File: src/rtl/rdiv_pkg.sv
`timescale 1ns/1ps
package rdiv_pkg;

  // Counter width needed for the largest ratio 2**(2**code_w - 1).
  function automatic int cnt_width(input int code_w);
    int w;
    w = (1 << code_w) - 1;
    return (w > 0) ? w : 1;
  endfunction

  // Period events handed from the phase counter to the wave shaper.
  typedef struct packed {
    logic rise;   // next edge starts a new period
    logic fall;   // next edge reaches the midpoint
  } rdiv_evt_t;

endpackage

File: src/rtl/rdiv_phase.sv
`timescale 1ns/1ps
module rdiv_phase #(
  parameter int CODE_W = 2
) (
  input  logic                   clk_in,
  input  logic                   mr,
  input  logic [CODE_W-1:0]      n_code,
  output logic [CODE_W-1:0]      act_k,
  output rdiv_pkg::rdiv_evt_t    evt
);
  localparam int CNT_W = rdiv_pkg::cnt_width(CODE_W);

  logic [CNT_W-1:0] cnt_q;
  logic [CNT_W-1:0] cnt_nx;
  logic [CNT_W-1:0] mask;
  logic [CNT_W-1:0] half;

  always_comb begin
    mask     = CNT_W'((32'd1 << act_k) - 32'd1);
    half     = (mask >> 1) + CNT_W'(1);
    cnt_nx   = (cnt_q + CNT_W'(1)) & mask;
    evt.rise = (cnt_nx == '0);
    evt.fall = !evt.rise && (cnt_nx == half);
  end

  // Position inside the current period; held at zero during reset.
  always_ff @(posedge clk_in or posedge mr) begin
    if (mr) cnt_q <= '0;
    else    cnt_q <= cnt_nx;
  end

  // Active ratio: follows the code only during reset or at a period start.
  always_ff @(posedge clk_in) begin
    if (mr || evt.rise) act_k <= n_code;
  end

endmodule

File: src/rtl/rdiv_wave.sv
`timescale 1ns/1ps
module rdiv_wave (
  input  logic                clk_in,
  input  logic                mr,
  input  rdiv_pkg::rdiv_evt_t evt,
  output logic                fout_q,
  output logic                fhalf_q
);
  always_ff @(posedge clk_in or posedge mr) begin
    if (mr) begin
      fout_q  <= 1'b0;
      fhalf_q <= 1'b0;
    end else if (evt.rise) begin
      fout_q  <= 1'b1;
      fhalf_q <= ~fhalf_q;
    end else if (evt.fall) begin
      fout_q  <= 1'b0;
    end
  end
endmodule

File: src/rtl/rate_divider.sv
`timescale 1ns/1ps
module rate_divider #(
  parameter int CODE_W = 2
) (
  input  logic              clk_in,
  input  logic              mr,
  input  logic [CODE_W-1:0] n_code,
  output logic              fout,
  output logic              fout_n,
  output logic              fhalf,
  output logic              fhalf_n
);
  logic [CODE_W-1:0]   act_k;
  rdiv_pkg::rdiv_evt_t evt;
  logic                fout_q;
  logic                fhalf_q;
  logic                bypass;
  logic [1:0]          true_pair;
  logic [1:0]          comp_pair;

  rdiv_phase #(.CODE_W(CODE_W)) u_phase (
    .clk_in (clk_in),
    .mr     (mr),
    .n_code (n_code),
    .act_k  (act_k),
    .evt    (evt)
  );

  rdiv_wave u_wave (
    .clk_in  (clk_in),
    .mr      (mr),
    .evt     (evt),
    .fout_q  (fout_q),
    .fhalf_q (fhalf_q)
  );

  // Divide-by-1 passes the input clock through, gated by reset.
  assign bypass       = (act_k == '0);
  assign true_pair[0] = bypass ? (clk_in & ~mr) : fout_q;
  assign true_pair[1] = fhalf_q;

  for (genvar g = 0; g < 2; g++) begin : g_comp
    assign comp_pair[g] = ~true_pair[g];
  end

  assign fout    = true_pair[0];
  assign fhalf   = true_pair[1];
  assign fout_n  = comp_pair[0];
  assign fhalf_n = comp_pair[1];

endmodule

File: config.mk
export PLATFORM = sky130hd
export DESIGN_NAME = rate_divider
export DESIGN_NICKNAME = d
export VERILOG_FILES = /design/src/rtl/rdiv_pkg.sv /design/src/rtl/rdiv_phase.sv /design/src/rtl/rdiv_wave.sv /design/src/rtl/rate_divider.sv
export SDC_FILE = /design/constraint.sdc
export NUM_CORES = 1
export LEC_CHECK = 0
export BUFFER_PORTS_ARGS = -buffer_cell sky130_fd_sc_hd__buf_2
export CORE_AREA = 2 2 39 41
export DETAILED_ROUTE_END_ITERATION = 10
export DIE_AREA = 0 0 41 43
export MAX_ROUTING_LAYER = met4
export PLACE_DENSITY = 0.52
export SLEW_MARGIN = 20
export SYNTH_ARGS = -nofsm -noshare
export SYNTH_HDL_FRONTEND = slang
export SYNTH_HIERARCHICAL = 1
export SYNTH_SLANG_ARGS = --single-unit
File: constraint.sdc
create_clock -name clk_in -period 1.7 [get_ports clk_in]
set_clock_uncertainty 0.1 [all_clocks]
set_input_delay 0.34 -clock clk_in [delete_from_list [all_inputs] [get_ports clk_in]]
set_output_delay 0.34 -clock clk_in [all_outputs]
set_load 0.05 [all_outputs]
==> results.tsv, run 1 <==
metric	value	unit
WHS	0.1597	ns
slowest stage delay, CP	0.14	ns
Peak VDD IR	0.0009437	V
gr ovfl total	0	
FP Rows	14	
Period minus WS final	1.846	ns
cell area after synthesis	351.6	um2
DRC violations left	0	
Seq cells post-synth	7	
Mapped Nets	34	
Critical Path AT	1.41	ns
average cell area after synthesis	12.12	um2
Vias	286	
ant diodes	0	
DR WL/cell	11.33	um
worst hold endpoint	u_phase/act_k[1]	
switching share of power	0.4333	
outcome	finished, violations left	
largest net degree at the start of global routing	6	
switching power	0.5709	mW
worst r2r src	u_phase/cnt_q[0]	
unrepaired setup endpoints after global routing	true	
DIE AREA	1763	um2
Combinational Power Share	0.402	
Inserted Clock Buffers	3	
count of cell types in the netlist	18	
crit path capture type	output port	
Critical Path RT	1.26	ns
I/O pins	8	
Initial Util	0.2541	
first-pass GRT wire length	1.311	mm
proportion of power drawn by flip-flops and latches	0.217	
count of final hold-check violations	0	
Pwr Density	2140	nW/um2
CTS tree	yes	
total number of yosys warnings	6	
Clk pwr share	0.381	
Layout area overhead	75.09	%
HPWL Detailed	465.7	um
max-cap viol count	0	
filler instances	131	
Setup WS pre-CTS	-0.06034	ns
sequential area share after synthesis	0.5267	
Setup violations, final	2	
layout cells sized above 1	0.6275	
crit path max fanout	4	
Clock H-tree levels	1	
post-layout util	0.4448	
root buffer cell	clkbuf_4	
Via density	4.269	
final worst slack	-0.1458	ns
Post-DRT Antenna Nets	0	
Worst Max-Slew Pin Slew	0.2754	ns
max frequency	544.7	MHz
Tot Pwr	1.318	mW
worst skew pair latency	0.31	ns
failing checks	negative setup slack	
Buffers on Ports	7	
flop-to-flop setup slack	0.06	ns
initial antenna violation count	0	
CP most frequent cell	buf_8	
relative slew slack	0.8162	
design area	615.6	um2
first-iteration detailed-routing DRC count	1	
r2r worst-path depth	6	
Die Ht	43	um
crit path kind	clock port to output port	
placer congestion estimate	0.7908	
Syn Inst Count	29	
crit-path cells	clkbuf_8, buf_8, inv_2, o41a_4, buf_8	
Core Region	1384	um2
Leak	0.2908	nW
Die Width	41	um
Critical Path Start Type	clock port	
worst min-delay path category	input port to flop	
Slew Viols, Final	0	
hold wc startpoint	n_code[1]	
Reg clk slew, reported paths	0.06	ns
Int Power	0.7467	mW
Total Wirelength	759	um
Crit-path slowest cell	o41a_4	
vias in the first global route	335	
reg-to-reg endpoint	u_wave/fout_q	
WP buf/inv	4	
hold-critical path depth	1	
Total GRT Usage	0.1217	
Final #Nets	57	
Post-Place Cell Area	445.4	um2
Top delay family on crit path	buffers and inverters	
fin crit share	1.086	
Initial DRT Pass Iterations	2	
clk buf depth	2	
## synth_stat cells, drive strengths merged
library cell	instances	area, um2
ha	1	12.51
nor2	2	7.510
o41a	1	11.26
edfxtp	2	60.06
buf	1	11.26
dfrtp	5	125.1
xnor2	1	8.760
o311a	1	10.01
and2	1	6.260
inv	5	18.77
o41ai	1	8.760
nor3	1	5.000
a21o	1	8.760
xor2	3	33.79
o21ai	1	5.000
and3	1	11.26
o31ai	1	7.510
## flip-flops by register name, indices dropped and copies added, names as in the netlist
| signal | count |
|---|---|
| u_phase/act_k | 2 |
| u_phase/cnt_q | 3 |
| u_wave/fhalf_q | 1 |
| u_wave/fout_q | 1 |
## layer usage
layer  track usage  routed length (um)  vias to the layer above
met2        0.1719                 429                        6
met3       0.09948                  46                        2
met1        0.1133                 269                      137
met5             -                   0                        -
met4       0.06000                  13                        0
li1              -                   -                      141
## repair_timing
item	CTS	global route
endpoints found under the setup margin	4	6
gates resized for setup	16	6
hold buffers	2	0
pin swaps	4	3
buffers inserted	3	3
endpoints found under the hold margin	5	0
## area by class of cell
cell class                 count  area, um2  area share
clock inverter                 3      11.26     0.01829
clock buffer                   6      70.07      0.1138
sequential                     7      185.2      0.3008
multi-input combinational     16      205.2      0.3333
timing repair buffer          15      108.9      0.1768
tap                           16      20.02     0.03252
inverter                       4      15.01     0.02439
## worst max-delay path by stage
stage,start,end,cells past startpoint
after global placement,clk_in,fout_n,3
after detailed placement,clk_in,fout_n,3
final,clk_in,fout_n,5
after CTS,clk_in,fout_n,5
after global routing,u_phase/act_k[1],fout_n,3
after floorplan,clk_in,fout_n,2
## power groups by stage
stage	logic, mW	registers (mW)	clock network, mW
finish	0.529	0.286	0.502
global route	0.573	0.293	0.537
CTS	0.448	0.282	0.489
detailed placement	0.389	0.287	0.154
global placement	0.382	0.283	0.155
floorplan	0.252	0.331	0.139
## stage by stage
step                       TNS, ns  instances
after floorplan                  0         29
after global placement    -0.06020         55
after detailed placement  -0.06034         55
after CTS                  -0.3428         65
after global routing       -0.3153         67
final                      -0.2654         67
## placed cells by master (no fill, tap or decap), drive strengths merged
| cell type | synthesis | final |
|---|---|---|
| ha | 1 | 1 |
| clkinv | 0 | 1 |
| xnor2 | 1 | 1 |
| o311a | 1 | 1 |
| xor2 | 3 | 3 |
| o31ai | 1 | 1 |
| nor2 | 2 | 2 |
| buf | 1 | 17 |
| inv | 5 | 6 |
| nor3 | 1 | 1 |
| clkbuf | 0 | 2 |
| o41a | 1 | 1 |
| edfxtp | 2 | 2 |
| and3 | 1 | 1 |
| and2 | 1 | 1 |
| dlygate4sd3 | 0 | 2 |
| dfrtp | 5 | 5 |
| o41ai | 1 | 1 |
| o21ai | 1 | 1 |
| a21o | 1 | 1 |
## logic make-up (layout without fill, tap and decap cells)
family,after synthesis,in the layout,synth area share
compound gates,6,6,0.1459
xor+xnor,4,4,0.1210
fa+ha+maj,1,1,0.03558
buf+inv,6,28,0.08541
flops,7,7,0.5267
simple gates,5,5,0.08541
No activity file was read; power rests on OpenSTA's default activity.
==> inputs of run 2 (changes only) <==
CELL_PAD_IN_SITES_DETAIL_PLACEMENT = 1   (was default)
CELL_PAD_IN_SITES_GLOBAL_PLACEMENT = 2   (was default)
CORE_AREA = default   (was 2 2 39 41)
CORE_UTILIZATION = 27   (was default)
CTS_CLUSTER_DIAMETER = 120   (was default)
DIE_AREA = default   (was 0 0 41 43)
PLACE_DENSITY = 0.72   (was 0.52)
==> run 2 against run 1 <==
The run still ends with negative setup slack left. Sequential share of layout area is 1.2 points higher. Global-route usage increased by 2.3 points. Utilization grew 6.7 points. Largest cell class is now sequential cells. Critical path depth unchanged. Critical path type unchanged. Clock power up 18%. Clock-buffer cell count rose by 2. Largest power group is now the clock network.
==> results.tsv, run 2 (same netlist as run 1, synthesis figures left out) <==
metric	value	unit
outcome	finished, violations left	
failing checks	negative setup slack	
r2r worst-path depth	4	
layout cells sized above 1	0.5400	
ant diodes	0	
Non-Filler Instances	64	
Slew Viols, Final	0	
DIE AREA	1450	um2
Critical Path Start Type	clock port	
post-layout util	0.5119	
flop-to-flop setup slack	0.08	ns
Peak VDD IR	0.0009190	V
Layout area overhead	68.33	%
HPWL Detailed	537.5	um
Total Wirelength	883	um
Die Ht	38.09	um
Post-DRT Antenna Nets	0	
DR WL/cell	13.80	um
design area	591.8	um2
Clock H-tree levels	1	
worst skew pair latency	0.22	ns
I/O pins	8	
root buffer cell	clkbuf_4	
unrepaired setup endpoints after global routing	true	
Die Width	38.09	um
Critical Path AT	1.39	ns
WHS	0.1922	ns
CTS tree	yes	
Worst Max-Slew Pin Slew	0.3856	ns
Initial DRT Pass Iterations	4	
final worst slack	-0.1286	ns
worst r2r src	u_phase/cnt_q[0]	
crit path max fanout	3	
setup TNS	-0.2204	ns
Crit-path slowest cell	o41a_4	
Top delay family on crit path	buffers and inverters	
Core Region	1156	um2
CP most frequent cell	buf_8	
Buffers on Ports	7	
hold-critical path depth	1	
Final #Nets	56	
slowest stage delay, CP	0.15	ns
Via density	4.719	
Vias	302	
Tot Pwr	1.329	mW
worst min-delay path category	input port to flop	
reg-to-reg endpoint	u_phase/act_k[1]	
hold wc startpoint	n_code[0]	
Biggest register	u_phase/cnt_q	
crit path kind	clock port to output port	
Initial Util	0.3041	
commonest non-fill, non-tap cells in the layout	buf_4, buf_2, dfrtp_1	
max-cap viol count	0	
Inserted Clock Buffers	3	
max reg flops	3	
Post-Place Cells	52	
Total GRT Usage	0.1447	
largest net degree at the start of global routing	8	
crit-path cells	buf_8, buf_8, clkinv_4, o41a_4, buf_8	
worst hold endpoint	u_phase/act_k[0]	
initial antenna violation count	0	
commonest non-fill, non-tap cell in the layout	buf_4	
gr ovfl total	0	
WP buf/inv	4	
first-pass GRT wire length	1.276	mm
vias in the first global route	320	
Setup violations, final	2	
clk buf depth	2	
first-iteration detailed-routing DRC count	5	
Pwr Density	2245	nW/um2
Post-Place Cell Area	435.4	um2
Setup WS pre-CTS	-0.07690	ns
crit path capture type	output port	
DRC violations left	0	
FP Rows	12	
relative slew slack	0.7420	
Top Registers	u_phase/cnt_q: 3 flops, u_phase/act_k: 2 flops	
Critical Path RT	1.26	ns
Reg clk slew, reported paths	0.06	ns
Leak	0.2819	nW
count of final hold-check violations	0	
placer congestion estimate	0.7292	
[run 2: what timing repair did]
item,CTS,global route
buffers inserted,1,4
hold buffers,2,0
endpoints found under the setup margin,4,4
hold endpoints to repair,5,0
resized for setup,12,8
pin swaps,2,2
[run 2: layout make-up]
cell class / count / area (um2)
fillers: 119 / 564.3
flip-flops and latches: 7 / 185.2
multi-input cells: 16 / 182.7
repair buffers: 13 / 93.84
clock buffers: 8 / 82.58
well taps: 14 / 17.52
clock inverters: 2 / 15.01
inverters: 4 / 15.01
[run 2: worst max path at each step]
stage                  endpoint  slack [ns]  depth (start not counted)        startpoint
2_1_floorplan            fout_n       0.002                          2            clk_in
6_report                 fout_n       -0.13                          5            clk_in
3_3_place_gp             fout_n       -0.06                          3            clk_in
5_1_grt                  fout_n       -0.14                          5            clk_in
3_5_place_dp   u_phase/act_k[1]       -0.08                          4  u_phase/cnt_q[0]
4_1_cts                  fout_n       -0.16                          5            clk_in
[run 2: per-layer routing]
| layer | part of all wire | wire [um] | vias up | track usage |
|---|---|---|---|---|
| li1 | - | - | 144 | - |
| met1 | 0.43 | 382 | 147 | 0.1491 |
| met2 | 0.49 | 431 | 6 | 0.1695 |
| met3 | 0.028 | 25 | 5 | 0.06977 |
| met4 | 0.050 | 44 | 0 | 0.1964 |
| met5 | 0 | 0 | - | - |
[run 2: where the power goes]
part	internal [mW]	switching, mW	leakage (nW)
Sequential	0.237	0.0522	0.0805
Combinational	0.185	0.263	0.135
Clock	0.328	0.264	0.0666
Total	0.750	0.579	0.282
